===== config.mk =====
export PLATFORM = sky130hd
export DESIGN_NAME = dds_regfile_ctrl
export DESIGN_NICKNAME = d
export VERILOG_FILES = /design/src/rtl/dds_ctl_pkg.sv /design/src/rtl/dds_ctl_sync.sv /design/src/rtl/dds_par_asm.sv /design/src/rtl/dds_ser_asm.sv /design/src/rtl/dds_regfile_ctrl.sv
export SDC_FILE = /design/constraint.sdc
export NUM_CORES = 1
export LEC_CHECK = 0
export BUFFER_PORTS_ARGS = -buffer_cell sky130_fd_sc_hd__buf_2
export CAP_MARGIN = 20
export CELL_PAD_IN_SITES_DETAIL_PLACEMENT = 1
export CELL_PAD_IN_SITES_GLOBAL_PLACEMENT = 2
export CORE_ASPECT_RATIO = 1.75
export CORE_UTILIZATION = 40
export CTS_CLUSTER_SIZE = 28
export DETAILED_ROUTE_END_ITERATION = 16
export PLACE_DENSITY = 0.92
export SLEW_MARGIN = 40
export SYNTH_ARGS = -nofsm -noshare
export SYNTH_HDL_FRONTEND = slang
export SYNTH_SLANG_ARGS = --single-unit

===== constraint.sdc =====
create_clock -name clk -period 4.5 [get_ports clk]
set_clock_uncertainty 0.2 [all_clocks]
set_input_delay 0.9 -clock clk [delete_from_list [all_inputs] [get_ports clk]]
set_output_delay 0.9 -clock clk [all_outputs]
set_load 0.005 [all_outputs]

===== src/rtl/dds_ctl_pkg.sv =====
package dds_ctl_pkg;
  localparam int unsigned TC_W = 4;

  // command register bit positions (decoded by the datapath)
  localparam int unsigned CMD_WIDE  = 0;
  localparam int unsigned CMD_SLEEP = 1;
  localparam int unsigned CMD_AM    = 2;
  localparam int unsigned CMD_NOSYN = 3;
  localparam int unsigned CMD_W     = 4;

  // transfer code fields
  localparam int unsigned TC_DATA = 3;  // 0: command load
  localparam int unsigned TC_SRC  = 2;  // 1: serial source

  typedef enum logic [1:0] {
    DST_FREQ0 = 2'b00,
    DST_FREQ1 = 2'b01,
    DST_PHASE = 2'b10,
    DST_IQMOD = 2'b11
  } dst_e;

  typedef struct packed {
    logic            fsel;
    logic            load;
    logic [TC_W-1:0] tc;
  } ctl_t;

  localparam int unsigned CTL_W = $bits(ctl_t);
endpackage


===== src/rtl/dds_ctl_sync.sv =====
module dds_ctl_sync
  import dds_ctl_pkg::*;
#(
  parameter int unsigned STAGES = 4
) (
  input  logic clk,
  input  logic rst_n,
  input  logic bypass_i,
  input  ctl_t ctl_i,
  output ctl_t ctl_o
);
  ctl_t pipe_q [STAGES];

  generate
    for (genvar s = 0; s < STAGES; s++) begin : g_stage
      if (s == 0) begin : g_first
        always_ff @(posedge clk or negedge rst_n) begin
          if (!rst_n) pipe_q[s] <= '0;
          else        pipe_q[s] <= ctl_i;
        end
      end else begin : g_rest
        always_ff @(posedge clk or negedge rst_n) begin
          if (!rst_n) pipe_q[s] <= '0;
          else        pipe_q[s] <= pipe_q[s-1];
        end
      end
    end
  endgenerate

  assign ctl_o = bypass_i ? ctl_i : pipe_q[STAGES-1];
endmodule


===== src/rtl/dds_par_asm.sv =====
module dds_par_asm #(
  parameter int unsigned WORD_W = 32,
  parameter int unsigned BUS_W  = 16
) (
  input  logic              clk,
  input  logic              rst_n,
  input  logic              wide_i,
  input  logic              valid_i,
  output logic              ready_o,
  input  logic [BUS_W-1:0]  data_i,
  output logic [WORD_W-1:0] word_o
);
  localparam int unsigned NARROW_W = BUS_W / 2;

  logic [WORD_W-1:0] word_q;

  assign ready_o = 1'b1;

  always_ff @(posedge clk or negedge rst_n) begin
    if (!rst_n) begin
      word_q <= '0;
    end else if (valid_i) begin
      if (wide_i) word_q <= {word_q[WORD_W-BUS_W-1:0], data_i};
      else        word_q <= {word_q[WORD_W-NARROW_W-1:0], data_i[NARROW_W-1:0]};
    end
  end

  assign word_o = word_q;

  a_r2_narrow_shift: assert property (@(posedge clk) disable iff (!rst_n)
    (valid_i && !wide_i) |=> (word_o[WORD_W-1:NARROW_W] == $past(word_o[WORD_W-NARROW_W-1:0]))
                          && (word_o[NARROW_W-1:0] == $past(data_i[NARROW_W-1:0])));

  a_r3_wide_shift: assert property (@(posedge clk) disable iff (!rst_n)
    (valid_i && wide_i) |=> (word_o[WORD_W-1:BUS_W] == $past(word_o[WORD_W-BUS_W-1:0]))
                         && (word_o[BUS_W-1:0] == $past(data_i)));
endmodule


===== src/rtl/dds_ser_asm.sv =====
module dds_ser_asm #(
  parameter int unsigned WORD_W = 32
) (
  input  logic              clk,
  input  logic              rst_n,
  input  logic              valid_i,
  output logic              ready_o,
  input  logic              bit_i,
  output logic [WORD_W-1:0] word_o
);
  logic [WORD_W-1:0] word_q;

  assign ready_o = 1'b1;

  always_ff @(posedge clk or negedge rst_n) begin
    if (!rst_n)       word_q <= '0;
    else if (valid_i) word_q <= {word_q[WORD_W-2:0], bit_i};
  end

  assign word_o = word_q;

  a_r4_serial_shift: assert property (@(posedge clk) disable iff (!rst_n)
    valid_i |=> (word_o[0] == $past(bit_i)) && (word_o[WORD_W-1:1] == $past(word_o[WORD_W-2:0])));

  a_r4_serial_hold: assert property (@(posedge clk) disable iff (!rst_n)
    !valid_i |=> $stable(word_o));
endmodule


===== src/rtl/dds_regfile_ctrl.sv =====
module dds_regfile_ctrl
  import dds_ctl_pkg::*;
#(
  parameter int unsigned WORD_W  = 32,
  parameter int unsigned BUS_W   = 16,
  parameter int unsigned PHASE_W = 12,
  parameter int unsigned IQ_W    = 20,
  parameter int unsigned STAGES  = 4
) (
  input  logic               clk,
  input  logic               rst_n,
  input  logic               wr_valid_i,
  output logic               wr_ready_o,
  input  logic [BUS_W-1:0]   wr_data_i,
  input  logic               ser_valid_i,
  output logic               ser_ready_o,
  input  logic               ser_bit_i,
  input  logic               load_i,
  input  logic [3:0]         tc_i,
  input  logic               fsel_i,
  output logic [3:0]         cmd_o,
  output logic               wide_bus_o,
  output logic               sleep_o,
  output logic               am_en_o,
  output logic               sync_off_o,
  output logic               fsel_o,
  output logic [WORD_W-1:0]  freq0_o,
  output logic [WORD_W-1:0]  freq1_o,
  output logic [PHASE_W-1:0] phase_o,
  output logic [IQ_W-1:0]    iqmod_o
);
  logic [CMD_W-1:0]   cmd_q;
  logic [WORD_W-1:0]  par_word, ser_word, src_word;
  logic [WORD_W-1:0]  freq0_q, freq1_q;
  logic [PHASE_W-1:0] phase_q;
  logic [IQ_W-1:0]    iq_q;
  logic               ld_prev_q, fire;
  ctl_t               ctl_raw, ctl_eff;

  dds_par_asm #(.WORD_W(WORD_W), .BUS_W(BUS_W)) u_par (
    .clk(clk), .rst_n(rst_n), .wide_i(cmd_q[CMD_WIDE]), .valid_i(wr_valid_i),
    .ready_o(wr_ready_o), .data_i(wr_data_i), .word_o(par_word)
  );

  dds_ser_asm #(.WORD_W(WORD_W)) u_ser (
    .clk(clk), .rst_n(rst_n), .valid_i(ser_valid_i), .ready_o(ser_ready_o),
    .bit_i(ser_bit_i), .word_o(ser_word)
  );

  assign ctl_raw = '{fsel: fsel_i, load: load_i, tc: tc_i};

  dds_ctl_sync #(.STAGES(STAGES)) u_sync (
    .clk(clk), .rst_n(rst_n), .bypass_i(cmd_q[CMD_NOSYN]),
    .ctl_i(ctl_raw), .ctl_o(ctl_eff)
  );

  always_ff @(posedge clk or negedge rst_n) begin
    if (!rst_n) ld_prev_q <= 1'b0;
    else        ld_prev_q <= ctl_eff.load;
  end

  assign fire     = ctl_eff.load && !ld_prev_q;
  assign src_word = ctl_eff.tc[TC_SRC] ? ser_word : par_word;

  always_ff @(posedge clk or negedge rst_n) begin
    if (!rst_n) begin
      cmd_q   <= '0;
      freq0_q <= '0;
      freq1_q <= '0;
      phase_q <= '0;
      iq_q    <= '0;
    end else if (fire) begin
      if (!ctl_eff.tc[TC_DATA]) begin
        cmd_q <= par_word[CMD_W-1:0];
      end else begin
        unique case (dst_e'(ctl_eff.tc[1:0]))
          DST_FREQ0: freq0_q <= src_word;
          DST_FREQ1: freq1_q <= src_word;
          DST_PHASE: phase_q <= src_word[PHASE_W-1:0];
          DST_IQMOD: iq_q    <= src_word[IQ_W-1:0];
          default:   ;
        endcase
      end
    end
  end

  assign cmd_o      = cmd_q;
  assign wide_bus_o = cmd_q[CMD_WIDE];
  assign sleep_o    = cmd_q[CMD_SLEEP];
  assign am_en_o    = cmd_q[CMD_AM];
  assign sync_off_o = cmd_q[CMD_NOSYN];
  assign fsel_o     = ctl_eff.fsel;
  assign freq0_o    = freq0_q;
  assign freq1_o    = freq1_q;
  assign phase_o    = phase_q;
  assign iqmod_o    = iq_q;

  a_r5_hold_without_edge: assert property (@(posedge clk) disable iff (!rst_n)
    !(ctl_eff.load && !ld_prev_q) |=> $stable({cmd_o, freq0_o, freq1_o, phase_o, iqmod_o}));

  a_r6_cmd_from_parallel: assert property (@(posedge clk) disable iff (!rst_n)
    (fire && !ctl_eff.tc[TC_DATA]) |=> (cmd_o == $past(par_word[CMD_W-1:0])));

  a_r8_serial_to_freq0: assert property (@(posedge clk) disable iff (!rst_n)
    (fire && ctl_eff.tc == 4'b1100) |=> (freq0_o == $past(ser_word)));

  a_r7_parallel_to_freq1: assert property (@(posedge clk) disable iff (!rst_n)
    (fire && ctl_eff.tc == 4'b1001) |=> (freq1_o == $past(par_word)));
endmodule


# Word level (Yosys, flattened, before mapping)
# Cells that the tools add are included.
# classes
eq_ne	3
mux	3
bitwise	1
reduce_logical	8
# op_table
op	count
$mux W32	2
$reduce_and A3 Y1	4
$mux W6	1
$eq A2 B2 Y1 const B	2
$eq A2 B1 Y1 const B	1
$logic_not A2 Y1	1
$reduce_and A2 Y1	1
$logic_and A1 B1 Y1	1
$logic_not A1 Y1	1
$not A1 Y1	1
# totals
regBits	189
output_inout_bits	107

# Logic depth before layout (Yosys ltp)
# depth
depth_word	3
ltp_mapped	7
ltp_nobuf	4

# By module
# From an unflattened synthesis, not the netlist that was laid out.
# hier_totals
cells_unflattened	482
hier_area_um2	7701.1
# by_module_without_submodules
module	n_inst	cells_per_inst	area_each_um2
dds_regfile_ctrl	1	258	4204.0
dds_par_asm	1	123	1438.9
dds_ser_asm	1	70	1356.3
dds_ctl_sync	1	31	701.9

# Worst setup path after synthesis
# No wires, ideal clock.
# synth_timing
kind	input-to-reg
start	in tc_i[2]
end	reg freq1_q[21] (netlist: freq1_o[21])
setup_ns	0.125
arrival_ns	2.065
required_time_ns	4.175
path_slack_ns	2.110
path_stages	4
n_path_buf	1
path_cell_list	mux2i_1 buf_2 mux2_2 mux2_4
# synth_between
elab_chain_len	2
# synth_lines
item	line	text
from (decl)	dds_regfile_ctrl.sv:19	input logic [3:0] tc_i,
$mux W6	dds_ctl_sync.sv:30	assign ctl_o = bypass_i ? ctl_i : pipe_q[STAGES-1];
$mux W32	dds_regfile_ctrl.sv:63	assign src_word = ctl_eff.tc[TC_SRC] ? ser_word : par_word;
to (signal assigned)	dds_regfile_ctrl.sv:78	DST_FREQ1: freq1_q <= src_word;
to (decl)	dds_regfile_ctrl.sv:34	logic [WORD_W-1:0] freq0_q, freq1_q;
# No other way between the ends.
# A chain may end at the register's enable or synchronous reset.

# Final worst setup path
# layout_timing
start	reg cmd_q[3] (netlist: cmd_o[3])
end	out fsel_o
# layout_between
elab_chain_len	1
# layout_lines
item	line	text
from (decl)	dds_regfile_ctrl.sv:32	logic [CMD_W-1:0] cmd_q;
from (signal assigned)	dds_regfile_ctrl.sv:74	cmd_q <= par_word[CMD_W-1:0];
$mux W6	dds_ctl_sync.sv:30	
to (decl)	dds_regfile_ctrl.sv:26	output logic fsel_o,
# No other way between the ends.

==> summary.txt <==
Outcome
  – Run status: completed

Critical path
  – Worst path required time: about 3400 ps
  – Crit-path cells: mux2_2, buf_2
  – Worst path top cell family by delay: flip-flops
  – Max FO, Critical Path: 13
  – Crit path kind: register to primary output
  – Startpoint types: register
  – Arr. time, crit path: ~1700 ps
  – CP max stage cell: dfrtp_1
  – Buf/Inv on CP: 1
  – Crit path largest cell delay: around 700 ps
  – Critical path endpoint category: primary output

Clock network
  – Clk Tree Root Cell: clkbuf_16
  – Post-CTS Setup Repair Bufs: 0
  – H-tree level count: 4
  – Worst-path clk slew: approximately 70 ps
  – Clk buf depth: 2
  – Clock sinks: approximately 190
  – CTS buffer count: 17
  – Clock latency on the worst-skew pair: 430 ps
  – CTS tree: yes
  – Resized Gates After CTS: 0
  – Hold buffers post-CTS: 0

GRT
  – Antenna violations before repair: 0
  – Remaining Overflow, GRT: 0
  – Largest net degree at the start of global routing: 93
  – Vias in the first global route: between 5000 and 6000
  – GRT Resource Usage Total: 0.2021
  – First-pass GRT wire length: ~29000 µm

Logic synthesis
  – Synth warnings: 0
  – Count of cell types in the netlist: 22
  – Syn Area/Cell: approximately 13 µm²
  – Seq cells post-synth: between 150 and 200
  – Post-Syn Area: between 0.007 and 0.008 mm²
  – Post-Synthesis Cells: ~560
  – Seq/Total Area, Yosys: 0.6386

Routing
  – DR WL/cell: around 19 µm
  – Final WL: 17790 µm
  – Remaining DRCs: 0
  – Number of DRC markers in iteration 0: between 100 and 150
  – DR vias/cell: ~5.1
  – Final antenna-violating net count: 0
  – Pre-Repair DR Iteration Count: 5
  – Routed vias: 4720

Timing
  – Setup TNS: 0 ps
  – Count of pins over their slew limit: 0
  – Final setup fails: 0
  – Worst Max-Slew Pin Slew: roughly 800 ps
  – Rel. slew slack: 0.4806
  – Hold Fails Final Rpt: 0
  – Tmin final: 2757 ps
  – RSZ-0062 raised after global routing: false
  – Fin crit share: 0.6127
  – Maximum clock frequency: ~360 MHz

Pwr
  – LEAKAGE: ~4.5 nW
  – Worst vdd ir: 260.3 µV
  – Internal: 0.004231 W
  – Combinational power share: 0.290
  – Clock share of power: 0.259
  – Cell Pwr Density: 700.2 mW/mm²
  – Switching pwr: about 0.002 W
  – Sw Ratio: 0.3213
  – Sequential share of power: 0.451

Floorplan
  – Rows: between 60 and 70
  – Die Span Y: around 180 µm
  – Io pins: between 100 and 150
  – Die width: ~100 µm
  – Core area: ~0.018 mm²
  – Die Footprint: about 0.019 mm²
  – Initial Util: 0.4102

Placement
  – Port bufs: around 130
  – Dpl hpwl: 12630 µm
  – GPL Wtd Cong: 0.7902
  – Placed inst area: between 0.008 and 0.009 mm²

Layout
  – Antenna fix cells: 0
  – Fill cells: 1917
  – Design area: 0.008902 mm²
  – Ratio of cells with drive above 1 in the final layout: 0.3655
  – P&R area growth vs syn: 20.21%
  – Final nets: just over 700

Hold path
  – Hold/Removal Path Class: register to register

Flow run
  – Max-cap viol count: 0
[path summary, 6_finish.rpt]
check	to	depth (start not counted)	from	slack, ps
worst min register to register	u_sync.pipe_q[6]$_DFF_PN0_	0	u_sync.pipe_q[12]$_DFF_PN0_	150
max in group asynchronous	u_ser.word_o[0]$_DFFE_PN0P_	2	rst_n	2760
min in group asynchronous	iqmod_o[18]$_DFFE_PN0P_	1	rst_n	310
worst min-delay path	u_sync.pipe_q[6]$_DFF_PN0_	0	u_sync.pipe_q[12]$_DFF_PN0_	150
worst max-delay path	fsel_o	2	cmd_o[3]$_DFFE_PN0P_	1740
worst max register to register	freq0_o[29]$_DFFE_PN0P_	4	cmd_o[3]$_DFFE_PN0P_	1900
[flip-flops by register name, indices dropped and copies added, names as in the netlist]
name,count
phase_o,12
u_par.word_o,32
freq1_o,32
cmd_o,4
u_sync.pipe_q,24
freq0_o,32
u_ser.word_o,32
iqmod_o,20
ld_prev_q,1
[metrics by stage]
step,total power (W),hold slack (ps),utilization,worst slack (ps),instances
global route,0.006630,164.9,0.4931,1655,929
finish,0.006234,150.6,0.4931,1743,929
detailed placement,0.004688,136.3,0.4576,1746,897
CTS,0.006329,152.3,0.4931,1712,929
floorplan,0.003784,131.2,-,2110,563
global placement,0.004560,136.0,0.4561,1504,896
[area by class of cell]
class / instances / area, µm² / share of cell area
repair buffers: 138 / 723.2 / 0.08124
clock buffers: 20 / 456.7 / 0.05130
flip-flops and latches: 189 / 4730 / 0.5313
clock inverters: 12 / 183.9 / 0.02066
multi-input cells: 316 / 2441 / 0.2742
well taps: 234 / 292.8 / 0.03289
inverters: 20 / 75.07 / 0.008433
[power groups by stage]
stage	Sequential [W]	Combinational [W]	Clock (W)
floorplan	0.00272	0.00107	0
global placement	0.00281	0.00175	0
detailed placement	0.00285	0.00183	0
CTS	0.00283	0.00185	0.00165
global route	0.00290	0.00202	0.00171
finish	0.00281	0.00181	0.00161
[cells in the mapped netlist]
cell type | count | share of area
a211o_1 | 2 | 0.0024
a211oi_1 | 1 | 0.0010
a21oi_1 | 45 | 0.030
buf_1 | 4 | 0.0020
buf_2 | 8 | 0.0054
buf_4 | 8 | 0.0081
buf_6 | 3 | 0.0046
clkbuf_1 | 15 | 0.0076
conb_1 | 1 | 0.00051
dfrtp_1 | 189 | 0.64
inv_1 | 20 | 0.010
mux2_1 | 2 | 0.0030
mux2_2 | 70 | 0.11
mux2_4 | 11 | 0.022
mux2i_1 | 67 | 0.091
nand2_1 | 35 | 0.018
nand2b_1 | 1 | 0.00085
nand4b_1 | 1 | 0.0012
nand4bb_1 | 1 | 0.0015
nor2_1 | 45 | 0.023
o21ai_0 | 32 | 0.022
o22a_1 | 1 | 0.0012
[per-layer routing]
layer	global-route usage	routed length (µm)	vias to the layer above
met5	0	0	-
met4	0.08225	434	0
met3	0.03661	560	27
met2	0.3698	9972	102
met1	0.2300	6825	2453
li1	-	-	2138
[cell usage in the layout (no fill, tap or decap)]
cell,n
clkinv_4,3
inv_6,2
buf_6,1
a211oi_4,1
nor2_1,45
clkinv_2,1
nand4b_1,1
buf_4,7
o21ai_0,32
mux2_1,2
nand2_1,34
o22a_1,1
a211o_4,1
mux2_2,70
buf_2,129
clkbuf_16,17
mux2i_1,66
mux2i_4,1
mux2_4,11
nand2b_1,1
clkinvlp_4,2
a211o_1,1
a21oi_1,45
dfrtp_1,189
clkbuf_1,1
nand2_4,1
bufinv_16,4
nand4bb_1,1
conb_1,2
clkbuf_8,3
inv_1,20
[kinds of logic after synthesis]
family                 after synthesis  synth area share
DFF                                189            0.6386
muxes                              150            0.2223
and+or+nand+nor                     83           0.04410
AOI/OAI and AO/OA                   81           0.05660
buffers and inverters               58           0.03784
other                                1         0.0005064
Power figures use the tool's default switching activity.
